$ cat src/rtl/mw_pkg.sv
package mw_pkg;

  typedef enum logic {
    FMT_ONE = 1'b0,
    FMT_TWO = 1'b1
  } mw_fmt_e;

  typedef struct packed {
    mw_fmt_e    fmt;
    logic       lsb;
    logic [1:0] hold;
    logic       chain;
    logic       wide;
  } msg_cfg_t;

endpackage

$ cat src/rtl/mw_tick_gen.sv
module mw_tick_gen #(
  parameter int HALF_DIV = 2
) (
  input  logic clk,
  input  logic rst_n,
  input  logic run,
  output logic tick
);
  localparam int CW = (HALF_DIV > 1) ? $clog2(HALF_DIV) : 1;

  logic [CW-1:0] cnt_q, cnt_d;

  always_comb begin
    tick  = run && (cnt_q == CW'(HALF_DIV - 1));
    cnt_d = cnt_q;
    if (!run || tick) cnt_d = '0;
    else              cnt_d = cnt_q + 1'b1;
  end

  always_ff @(posedge clk or negedge rst_n) begin
    if (!rst_n) cnt_q <= '0;
    else        cnt_q <= cnt_d;
  end
endmodule

$ cat src/rtl/mw_tx_shift.sv
module mw_tx_shift #(
  parameter int CMD_W = 16
) (
  input  logic             clk,
  input  logic             rst_n,
  input  logic             load,
  input  logic             shift,
  input  logic             wide,
  input  logic             lsb,
  input  logic [CMD_W-1:0] word,
  output logic             bit_o
);
  localparam int HW = CMD_W / 2;

  logic [CMD_W-1:0] sr_q, sr_d, fill;
  logic             lsb_q, lsb_d;

  always_comb begin
    if (wide)     fill = word;
    else if (lsb) fill = {{(CMD_W-HW){1'b0}}, word[HW-1:0]};
    else          fill = {word[HW-1:0], {(CMD_W-HW){1'b0}}};
    sr_d  = sr_q;
    lsb_d = lsb_q;
    if (load) begin
      sr_d  = fill;
      lsb_d = lsb;
    end else if (shift) begin
      sr_d = lsb_q ? (sr_q >> 1) : (sr_q << 1);
    end
    bit_o = lsb_q ? sr_q[0] : sr_q[CMD_W-1];
  end

  always_ff @(posedge clk or negedge rst_n) begin
    if (!rst_n) begin
      sr_q  <= '0;
      lsb_q <= 1'b0;
    end else begin
      sr_q  <= sr_d;
      lsb_q <= lsb_d;
    end
  end
endmodule

$ cat src/rtl/mw_rx_shift.sv
module mw_rx_shift #(
  parameter int RSP_W = 16,
  parameter int LW    = 5
) (
  input  logic             clk,
  input  logic             rst_n,
  input  logic             clear,
  input  logic             sample,
  input  logic             din,
  input  logic             finish,
  input  logic             lsb,
  input  logic [LW-1:0]    len,
  output logic             valid_o,
  output logic [RSP_W-1:0] data_o
);
  logic [RSP_W-1:0] rx_q, rx_d;
  logic             fin_q;

  always_comb begin
    rx_d = rx_q;
    if (clear)       rx_d = '0;
    else if (sample) rx_d = lsb ? {din, rx_q[RSP_W-1:1]} : {rx_q[RSP_W-2:0], din};
    data_o  = lsb ? (rx_q >> (LW'(RSP_W) - len)) : rx_q;
    valid_o = fin_q;
  end

  always_ff @(posedge clk or negedge rst_n) begin
    if (!rst_n) begin
      rx_q  <= '0;
      fin_q <= 1'b0;
    end else begin
      rx_q  <= rx_d;
      fin_q <= finish;
    end
  end


  rsp_pulse_chk: assert property (@(posedge clk) disable iff (!rst_n)
    valid_o |=> !valid_o);
endmodule

$ cat src/rtl/mw_cmd_master.sv
module mw_cmd_master
  import mw_pkg::*;
#(
  parameter int HALF_DIV = 2,
  parameter int CMD_W    = 16,
  parameter int RSP_W    = 16,
  parameter int LW       = $clog2(RSP_W + 1)
) (
  input  logic             clk,
  input  logic             rst_n,
  input  logic             cfg_fmt2,
  input  logic             cfg_lsb_first,
  input  logic [1:0]       cfg_hold,
  input  logic             cfg_chain,
  input  logic             req_valid,
  output logic             req_ready,
  input  logic [CMD_W-1:0] req_cmd,
  input  logic             req_wide,
  input  logic [LW-1:0]    req_len,
  output logic             rsp_valid,
  output logic [RSP_W-1:0] rsp_data,
  output logic             mw_sck,
  output logic             mw_cs_n,
  output logic             mw_so,
  input  logic             mw_si
);
  localparam int PW = $clog2(2*CMD_W + 2*RSP_W + 9);

  logic [1:0]    rst_pipe;
  logic          rst_ni;
  logic          active_q, active_d, sck_q, sck_d, cs_n_q, cs_n_d;
  logic [PW-1:0] p_q, p_d, p_nxt;
  msg_cfg_t      cfg_q, cfg_d;
  logic [LW-1:0] len_q, len_d;
  logic [PW-1:0] nbits, lbits, body, hold2, chain_pt, clk_end, end_pt, first_smp, last_smp;
  logic          tick, step, fmt_two, smp, chain_ok, accept, tx_shift, rx_finish;

  always_ff @(posedge clk or negedge rst_n) begin
    if (!rst_n) rst_pipe <= 2'b00;
    else        rst_pipe <= {rst_pipe[0], 1'b1};
  end
  assign rst_ni = rst_pipe[1];

  mw_tick_gen #(.HALF_DIV(HALF_DIV)) u_tick (
    .clk(clk), .rst_n(rst_ni), .run(active_q), .tick(tick));

  always_comb begin
    nbits     = cfg_q.wide ? PW'(CMD_W) : PW'(CMD_W/2);
    lbits     = PW'(len_q);
    body      = (nbits << 1) + (lbits << 1);
    hold2     = PW'({cfg_q.hold, 1'b0});
    fmt_two   = (cfg_q.fmt == FMT_TWO);
    p_nxt     = p_q + 1'b1;
    chain_pt  = body + PW'(2);
    clk_end   = fmt_two ? body : chain_pt;
    end_pt    = (fmt_two ? body + PW'(1) : chain_pt) + hold2;
    first_smp = (nbits << 1) + (fmt_two ? PW'(2) : PW'(3));
    last_smp  = fmt_two ? body : body + PW'(1);
    step      = active_q && tick;
    smp       = step && (p_nxt >= first_smp) && (p_nxt <= last_smp) && (p_nxt[0] != fmt_two);
    chain_ok  = step && !fmt_two && cfg_q.chain && (p_nxt == chain_pt);
    req_ready = !active_q || chain_ok;
    accept    = req_valid && req_ready;
    tx_shift  = step && !p_nxt[0] && !accept;
    rx_finish = smp && (p_nxt == last_smp);

    active_d = active_q;
    p_d      = p_q;
    sck_d    = sck_q;
    cs_n_d   = cs_n_q;
    cfg_d    = cfg_q;
    len_d    = len_q;
    if (accept) begin
      active_d    = 1'b1;
      p_d         = '0;
      sck_d       = 1'b0;
      cs_n_d      = 1'b0;
      cfg_d.fmt   = cfg_fmt2 ? FMT_TWO : FMT_ONE;
      cfg_d.lsb   = cfg_lsb_first;
      cfg_d.hold  = cfg_hold;
      cfg_d.chain = cfg_chain;
      cfg_d.wide  = req_wide;
      len_d       = req_len;
    end else if (step) begin
      p_d   = p_nxt;
      sck_d = p_nxt[0] && (p_nxt < clk_end);
      if (p_nxt == end_pt) begin
        active_d = 1'b0;
        cs_n_d   = 1'b1;
        sck_d    = 1'b0;
      end
    end
  end

  always_ff @(posedge clk or negedge rst_ni) begin
    if (!rst_ni) begin
      active_q <= 1'b0;
      p_q      <= '0;
      sck_q    <= 1'b0;
      cs_n_q   <= 1'b1;
      cfg_q    <= '0;
      len_q    <= '0;
    end else begin
      active_q <= active_d;
      p_q      <= p_d;
      sck_q    <= sck_d;
      cs_n_q   <= cs_n_d;
      cfg_q    <= cfg_d;
      len_q    <= len_d;
    end
  end

  mw_tx_shift #(.CMD_W(CMD_W)) u_tx (
    .clk(clk), .rst_n(rst_ni), .load(accept), .shift(tx_shift),
    .wide(req_wide), .lsb(cfg_lsb_first), .word(req_cmd), .bit_o(mw_so));

  mw_rx_shift #(.RSP_W(RSP_W), .LW(LW)) u_rx (
    .clk(clk), .rst_n(rst_ni), .clear(accept), .sample(smp), .din(mw_si),
    .finish(rx_finish), .lsb(cfg_q.lsb), .len(len_q),
    .valid_o(rsp_valid), .data_o(rsp_data));

  assign mw_sck  = sck_q;
  assign mw_cs_n = cs_n_q;


  sck_idle_chk: assert property (@(posedge clk) disable iff (!rst_ni)
    mw_cs_n |-> !mw_sck);


  so_quiet_chk: assert property (@(posedge clk) disable iff (!rst_ni)
    (active_q && (p_q >= (nbits << 1))) |-> !mw_so);


  cs_active_chk: assert property (@(posedge clk) disable iff (!rst_ni)
    active_q |-> !mw_cs_n);


  chain_hold_chk: assert property (@(posedge clk) disable iff (!rst_ni)
    (req_valid && req_ready && active_q) |=> (!mw_cs_n && !mw_sck));
endmodule

$ cat config.mk
export PLATFORM = sky130hd
export DESIGN_NAME = mw_cmd_master
export DESIGN_NICKNAME = d
export VERILOG_FILES = /design/src/rtl/mw_pkg.sv /design/src/rtl/mw_tick_gen.sv /design/src/rtl/mw_tx_shift.sv /design/src/rtl/mw_rx_shift.sv /design/src/rtl/mw_cmd_master.sv
export SDC_FILE = /design/constraint.sdc
export NUM_CORES = 1
export LEC_CHECK = 0
export BUFFER_PORTS_ARGS = -buffer_cell sky130_fd_sc_hd__buf_2
export CAP_MARGIN = 20
export CORE_ASPECT_RATIO = 0.5
export CORE_MARGIN = 5
export CORE_UTILIZATION = 50
export CTS_BUF_LIST = sky130_fd_sc_hd__clkbuf_16
export DETAILED_ROUTE_END_ITERATION = 16
export HOLD_SLACK_MARGIN = 0.05
export PLACE_DENSITY = 0.77
export SETUP_SLACK_MARGIN = 0.1
export SYNTH_ARGS = -nofsm -noshare
export SYNTH_HDL_FRONTEND = slang
export SYNTH_SLANG_ARGS = --single-unit
$ cat constraint.sdc
create_clock -name clk -period 4.7 [get_ports clk]
set_clock_uncertainty 0.1 [all_clocks]
set_input_delay 0.235 -clock clk [delete_from_list [all_inputs] [get_ports clk]]
set_output_delay 0.235 -clock clk [all_outputs]
set_load 0.02 [all_outputs]
== Word level (Yosys, flattened, before mapping) ==
Index checks and enable logic that the tools add are counted.

* Register bits: 57
* Latch bits: 0
* Bits in writable memories: 0
* ROM bits: 0
* Input bits: 31
* Output and inout port bits: 21
* Word-level logic and storage cells: 83
* Memories: 0

* $add $sub $neg: 8
* Multipliers: 0
* Div/mod/pow operators: 0
* Magnitude comparators: 3
* Equal/unequal tests: 4
* Shifts and indexed selects: 1
* Muxes and demuxes: 28
* Bitwise logic cells: 0
* Reduce and logical (&&, ||, !) cells: 24

{| class="wikitable"
|+ Operators with widths
! operator !! number
|-
| 2-to-1 mux 16 bit || 9
|-
| 2-to-1 mux 7 bit || 5
|-
| == test 7 bit || 3
|-
| right shift 16 x 5 -> 16 bit || 1
|-
| adder 7 x 1 -> 7 bit, second input constant || 2
|-
| logical AND 1 bit || 13
|-
| 2-to-1 mux 1 bit || 13
|-
| nonzero test 2 bit || 4
|-
| adder 6 x 2 -> 7 bit || 1
|-
| adder 6 x 6 -> 7 bit || 1
|-
| adder 7 x 2 -> 7 bit, second input constant || 1
|-
| adder 7 x 3 -> 7 bit || 1
|-
| greater-or-equal comparator 7 bit || 1
|-
| <= comparator 7 bit || 1
|-
| < comparator 7 bit || 1
|-
| 2-to-1 mux 5 bit || 1
|-
| subtractor 5 bit, first input constant || 1
|-
| logical NOT 1 bit || 4
|-
| logical OR 1 bit || 2
|-
| AND reduction 2 bit || 1
|-
| adder 1 bit, second input constant || 1
|-
| != test 1 bit || 1
|}

== Longest topological paths before layout ==
* Depth in word-level cells: 11
* Mapped depth: 13
* Depth with buffers taken out: 11

== Hierarchy ==
A second synthesis with hierarchy kept.

* Cell total of the unflattened synthesis: 470
* Area, all modules: 4739.5 µm²

{| class="wikitable"
|+ By module, submodules not included
! module !! instances !! cells each !! area each (µm²) !! seq. area each (µm²)
|-
| mw_cmd_master || 1 || 192 || 1944.4 || 576.8
|-
| mw_rx_shift || 1 || 170 || 1694.1 || 425.4
|-
| mw_tx_shift || 1 || 105 || 1059.8 || 425.4
|-
| mw_tick_gen || 1 || 3 || 41.3 || 25.0
|}

== Least setup slack after synthesis ==
Ideal clock, no wire load.

* Path type: register to register
* From: register len_q[0]
* To: register sck_q (netlist: mw_sck)
* Setup time: 0.131 ns
* Arrival time: 4.265 ns
* Required time: 4.469 ns
* Path slack: 0.204 ns
* Cell stages (with the launch flop): 14
* Buffers on the path: 3
* Clock period less this slack: 4.496 ns
* Cell sequence: dfrtp_1 buf_1 clkinv_1 ha_1 clkbuf_1 clkbuf_1 mux2_2 fa_1 xor2_1 or3_1 or4b_1 o32a_1 a211oi_2 o22ai_1

* Cells in the longest elaborated chain, start to end: 8
* Elaborated cells between the ends (all ways): 17
* Those cells by class: add/sub (4); order compare (1); eq/ne (2); mux (5); reduce/logical (5)

{| class="wikitable"
|+ RTL lines
! element !! RTL line !! text
|-
| from (decl) || mw_cmd_master.sv:34 || <nowiki>logic [LW-1:0] len_q, len_d;</nowiki>
|-
| from (signal assigned) || mw_cmd_master.sv:109 || <nowiki>len_q <= len_d;</nowiki>
|-
| adder 6 x 6 -> 7 bit (*) || mw_cmd_master.sv:50 || <nowiki>body = (nbits << 1) + (lbits << 1);</nowiki>
|-
| adder 7 x 2 -> 7 bit / adder 7 x 1 -> 7 bit (equally long branches) || mw_cmd_master.sv:54, mw_cmd_master.sv:56 ||
|-
| 2-to-1 mux 7 bit (on tied branches) || mw_cmd_master.sv:56, mw_cmd_master.sv:55 ||
|-
| adder 7 x 3 -> 7 bit / < comparator 7 bit (equally long branches) || mw_cmd_master.sv:56, mw_cmd_master.sv:86 ||
|-
| == test 7 bit / logical AND 1 bit (equally long branches) || mw_cmd_master.sv:87, mw_cmd_master.sv:86 ||
|-
| 2-to-1 mux 1 bit || mw_cmd_master.sv:87 || <nowiki>if (p_nxt == end_pt) begin</nowiki>
|-
| 2-to-1 mux 1 bit || mw_cmd_master.sv:84 || <nowiki>end else if (step) begin</nowiki>
|-
| 2-to-1 mux 1 bit || mw_cmd_master.sv:73 || <nowiki>if (accept) begin</nowiki>
|-
| to (signal assigned) || mw_cmd_master.sv:106 || <nowiki>sck_q <= sck_d;</nowiki>
|-
| to (decl) || mw_cmd_master.sv:31 || <nowiki>logic active_q, active_d, sck_q, sck_d, cs_n_q, cs_n_d;</nowiki>
|}

Every way passes the cells marked *; elsewhere a longest branch is shown, timed or not. The select of a mux whose other input is x is not followed.
A chain may end at the register's enable or synchronous reset.

== Final worst setup path ==
Ends and elaborated chain as after synthesis.

==> metrics.cfg <==
[setup_path]
cp_top_family = adder cells
crit_arrival_ps = 3940
cp_max_fo = 24
path_buf_inv = 2
critPathCaptureType = flop
timing_worst_setup_path_type = flop to flop
start_kind = flop
r2r_slack_ps = 860
cp.required_ps = 4800
startpoint = len_q[0]
path_cells = clkinv_1 > ha_1 > buf_4 > mux2_2 > fa_1 > xor2_1 > or3_1 > or4b_1 > o32a_1 > a211oi_2 > o22ai_1
critical-path-max-stage-delay_ps = 480
cpMaxStageDelayCell = fa_1
r2r_start = len_q[0]

[floorplan]
die_w_um = 144
row_count = 24
initial_utilization_pct = 51.4
die_area_um2 = 11100
core_area_um2 = 8710
die_y_um = 76.9
ioPinCount = 52

[sta]
grt_setup_unrepaired = no
slew_violations = 0
post-route-min-period_ps = 3840
fmaxAchievable_ghz = 0.261
fin_crit_sh_pct = 81.6
finalHoldViolCount = 0
finalSetupViolations = 0
slew_headroom_pct = 45.7
worstMarginPinSlew_ps = 794
tns_ps = 0

[logic_synthesis]
synth-simple-area-share_pct = 15.1
ys_types = 64
synthArstFlopShare_pct = 100
synth_edf_count = 0
ys_seq_elements = 57
synthCells = 504
synth_top_family_by_area = compound AO/OA/AOI/OAI gates
synth_xor_xnor_area_share_pct = 7.96
synth-compound-area-share_pct = 19.4
muxShareOfSynthArea_pct = 13.3
synthesis.nets = 557
yosysWarnings = 0
yosysSeqAreaShare_pct = 31.9
synthAdderAreaFrac_pct = 6.48
syn-cell-area_um2 = 4480
syn_area_per_cell_um2 = 8.89
yosys_most_used_dff = dfrtp_1

[routing]
drc_errors = 0
wl_mm = 11.0
ant_nets = 0
drtIter0Drc = 432
drtPass1Iterations = 5
wl_per_cell_um = 16.4
via_count = 4003
routed_via_density = 5.96

[clock_tree]
htree_num_levels = 3
post-cts-setup-buffer-count = 0
tritoncts = yes
insertion_delay_ps = 330
clk_pin_slew_ps = 50
clock_sink_count = 57
clk_path_buf_depth = 2
cts_buffers = 9
cts-root-buf = clkbuf_16

[grt]
first_global_vias = 3744
gr-total-overflow = 0
grt_max_degree = 60
grt_pass1_wl_mm = 18.7
grt_antenna_before_repair = 0
grt.total_usage_pct = 20.9

[final_layout]
antenna_cells = 0
drive_gt1_share_pct = 17.7
fin_nets = 604
area_growth_pct = 16.6

[placement]
hpwl_mm = 7.65
gp_congestion = 0.912
port_buffers = 51

[run_status]
status = finished clean

[hold_path]
hp-class = primary input to flop
hold_start = req_cmd[0]

[job]
drv_cap = 0

==> what timing repair did <==
item / CTS / global route
resized for setup: 0 / 0
hold buffers: 10 / 0
setup endpoints to repair: 0 / 0
endpoints found under the hold margin: 11 / 0
==> kinds of logic after synthesis <==
family	Yosys count
AOI/OAI and AO/OA	129
xor gates and xnor gates	37
adders and majority gates	22
buffers and inverters	60
DFF	57
muxes	51
other	1
and+or+nand+nor	147
==> through the flow <==
stage	hold slack (ps)	cells	util, %	cell area (µm²)	worst slack, ps
6_report	70.8	672	60.0	5220	864
4_1_cts	60.8	672	60.0	5220	862
3_5_place_dp	-75.1	647	55.3	4820	893
5_1_grt	77.2	672	60.0	5220	664
3_3_place_gp	-79.9	647	55.3	4820	958
2_1_floorplan	-161	504	-	4480	204
==> worst register-to-register path, stage by stage, from the launching register on <==
cell and delay (ps):
dfrtp_1 340, clkinv_1 240, ha_1 370, buf_4 220
mux2_2 330, fa_1 480, xor2_1 170, or3_1 380
or4b_1 470, o32a_1 200, a211oi_2 270, o22ai_1 130
==> sequential cells by signal (all words and copies together), names as in the netlist <==
register	flops
len_q	5
p_q	7
u_rx.rx_q	16
cfg_q	5
fmt_two	1
rst_pipe	2
u_tx.sr_q	16
mw_sck	1
mw_cs_n	1
u_rx.valid_o	1
active_q	1
u_tick.cnt_q	1
==> placed cells by master, fill, tap and decap left out, drive strengths merged, types with 3 or more instances in the layout <==
| cell type | n |
|---|---|
| buf | 61 |
| a211oi | 24 |
| and2 | 4 |
| xnor2 | 23 |
| o22ai | 10 |
| a22oi | 8 |
| nor2 | 63 |
| mux2i | 36 |
| dlygate4sd3 | 10 |
| o221ai | 4 |
| ha | 20 |
| nand3 | 15 |
| clkinv | 3 |
| nor3 | 4 |
| o21ai | 23 |
| nand2 | 33 |
| nand2b | 8 |
| dfrtp | 56 |
| mux4 | 6 |
| mux2 | 9 |
| a21boi | 4 |
| clkbuf | 9 |
| a311oi | 4 |
| nor2b | 5 |
| a21oi | 31 |
| or2 | 3 |
| inv | 26 |
| xor2 | 13 |
==> final timing paths <==
path | to | cells after the start
max in group asynchronous | cfg_q[4] | 1
worst min register to register | rst_pipe[1] | 0
worst min-delay path | u_tx.sr_q[0] | 3
worst max register to register | mw_sck | 11
min in group asynchronous | rst_pipe[1] | 2
worst max-delay path | mw_sck | 11
==> area by class of cell <==
type                            count  area (µm²)
Clock buffer                        9         225
Clock inverter                      6        77.6
Fill cell                         757        3490
Inverter                           25        93.8
Multi-Input combinational cell    387        2810
Sequential cell                    57        1430
Tap cell                          117         146
Timing Repair Buffer               71         443
==> cell usage after synthesis (2+ instances only) <==
library cell / number / share of area, %
nor2_1: 63 / 5.3
dfrtp_1: 56 / 31
mux2i_1: 36 / 8.0
nand2_1: 33 / 2.8
a21oi_1: 31 / 3.5
inv_1: 24 / 2.0
a211oi_1: 23 / 3.9
xnor2_1: 22 / 4.3
clkbuf_1: 21 / 1.8
ha_1: 20 / 5.6
nand3_1: 14 / 1.6
o21ai_0: 13 / 1.5
xor2_1: 13 / 2.5
o21ai_1: 10 / 1.1
o22ai_1: 10 / 1.4
a22oi_1: 8 / 1.3
nand2b_1: 8 / 1.1
mux2_2: 7 / 1.8
mux4_2: 6 / 3.0
buf_2: 5 / 0.56
buf_4: 5 / 0.84
nor2b_1: 5 / 0.70
a21boi_0: 4 / 0.67
a311oi_1: 4 / 0.78
and2_1: 4 / 0.56
nor3_1: 4 / 0.45
o221ai_1: 4 / 0.78
buf_1: 3 / 0.25
or2_2: 3 / 0.42
a2111oi_0: 2 / 0.39
a211o_1: 2 / 0.39
a21o_1: 2 / 0.34
and3_1: 2 / 0.28
fa_1: 2 / 0.89
mux2_1: 2 / 0.50
nand4_1: 2 / 0.28
o211a_1: 2 / 0.45
o21a_1: 2 / 0.34
or3_1: 2 / 0.28
==> layer usage <==
layer  wire (µm)  vias up  global-route usage (%)
li1            -     1901                       -
met3         576       32                    4.85
met2        5160      122                    32.2
met5           0        -                       0
met4         308        0                    7.71
met1        4980     1948                    28.6
Power is left out: the tool's default activity adds up to more than one toggle a clock period on the data nets, which glitch-free logic cannot reach.
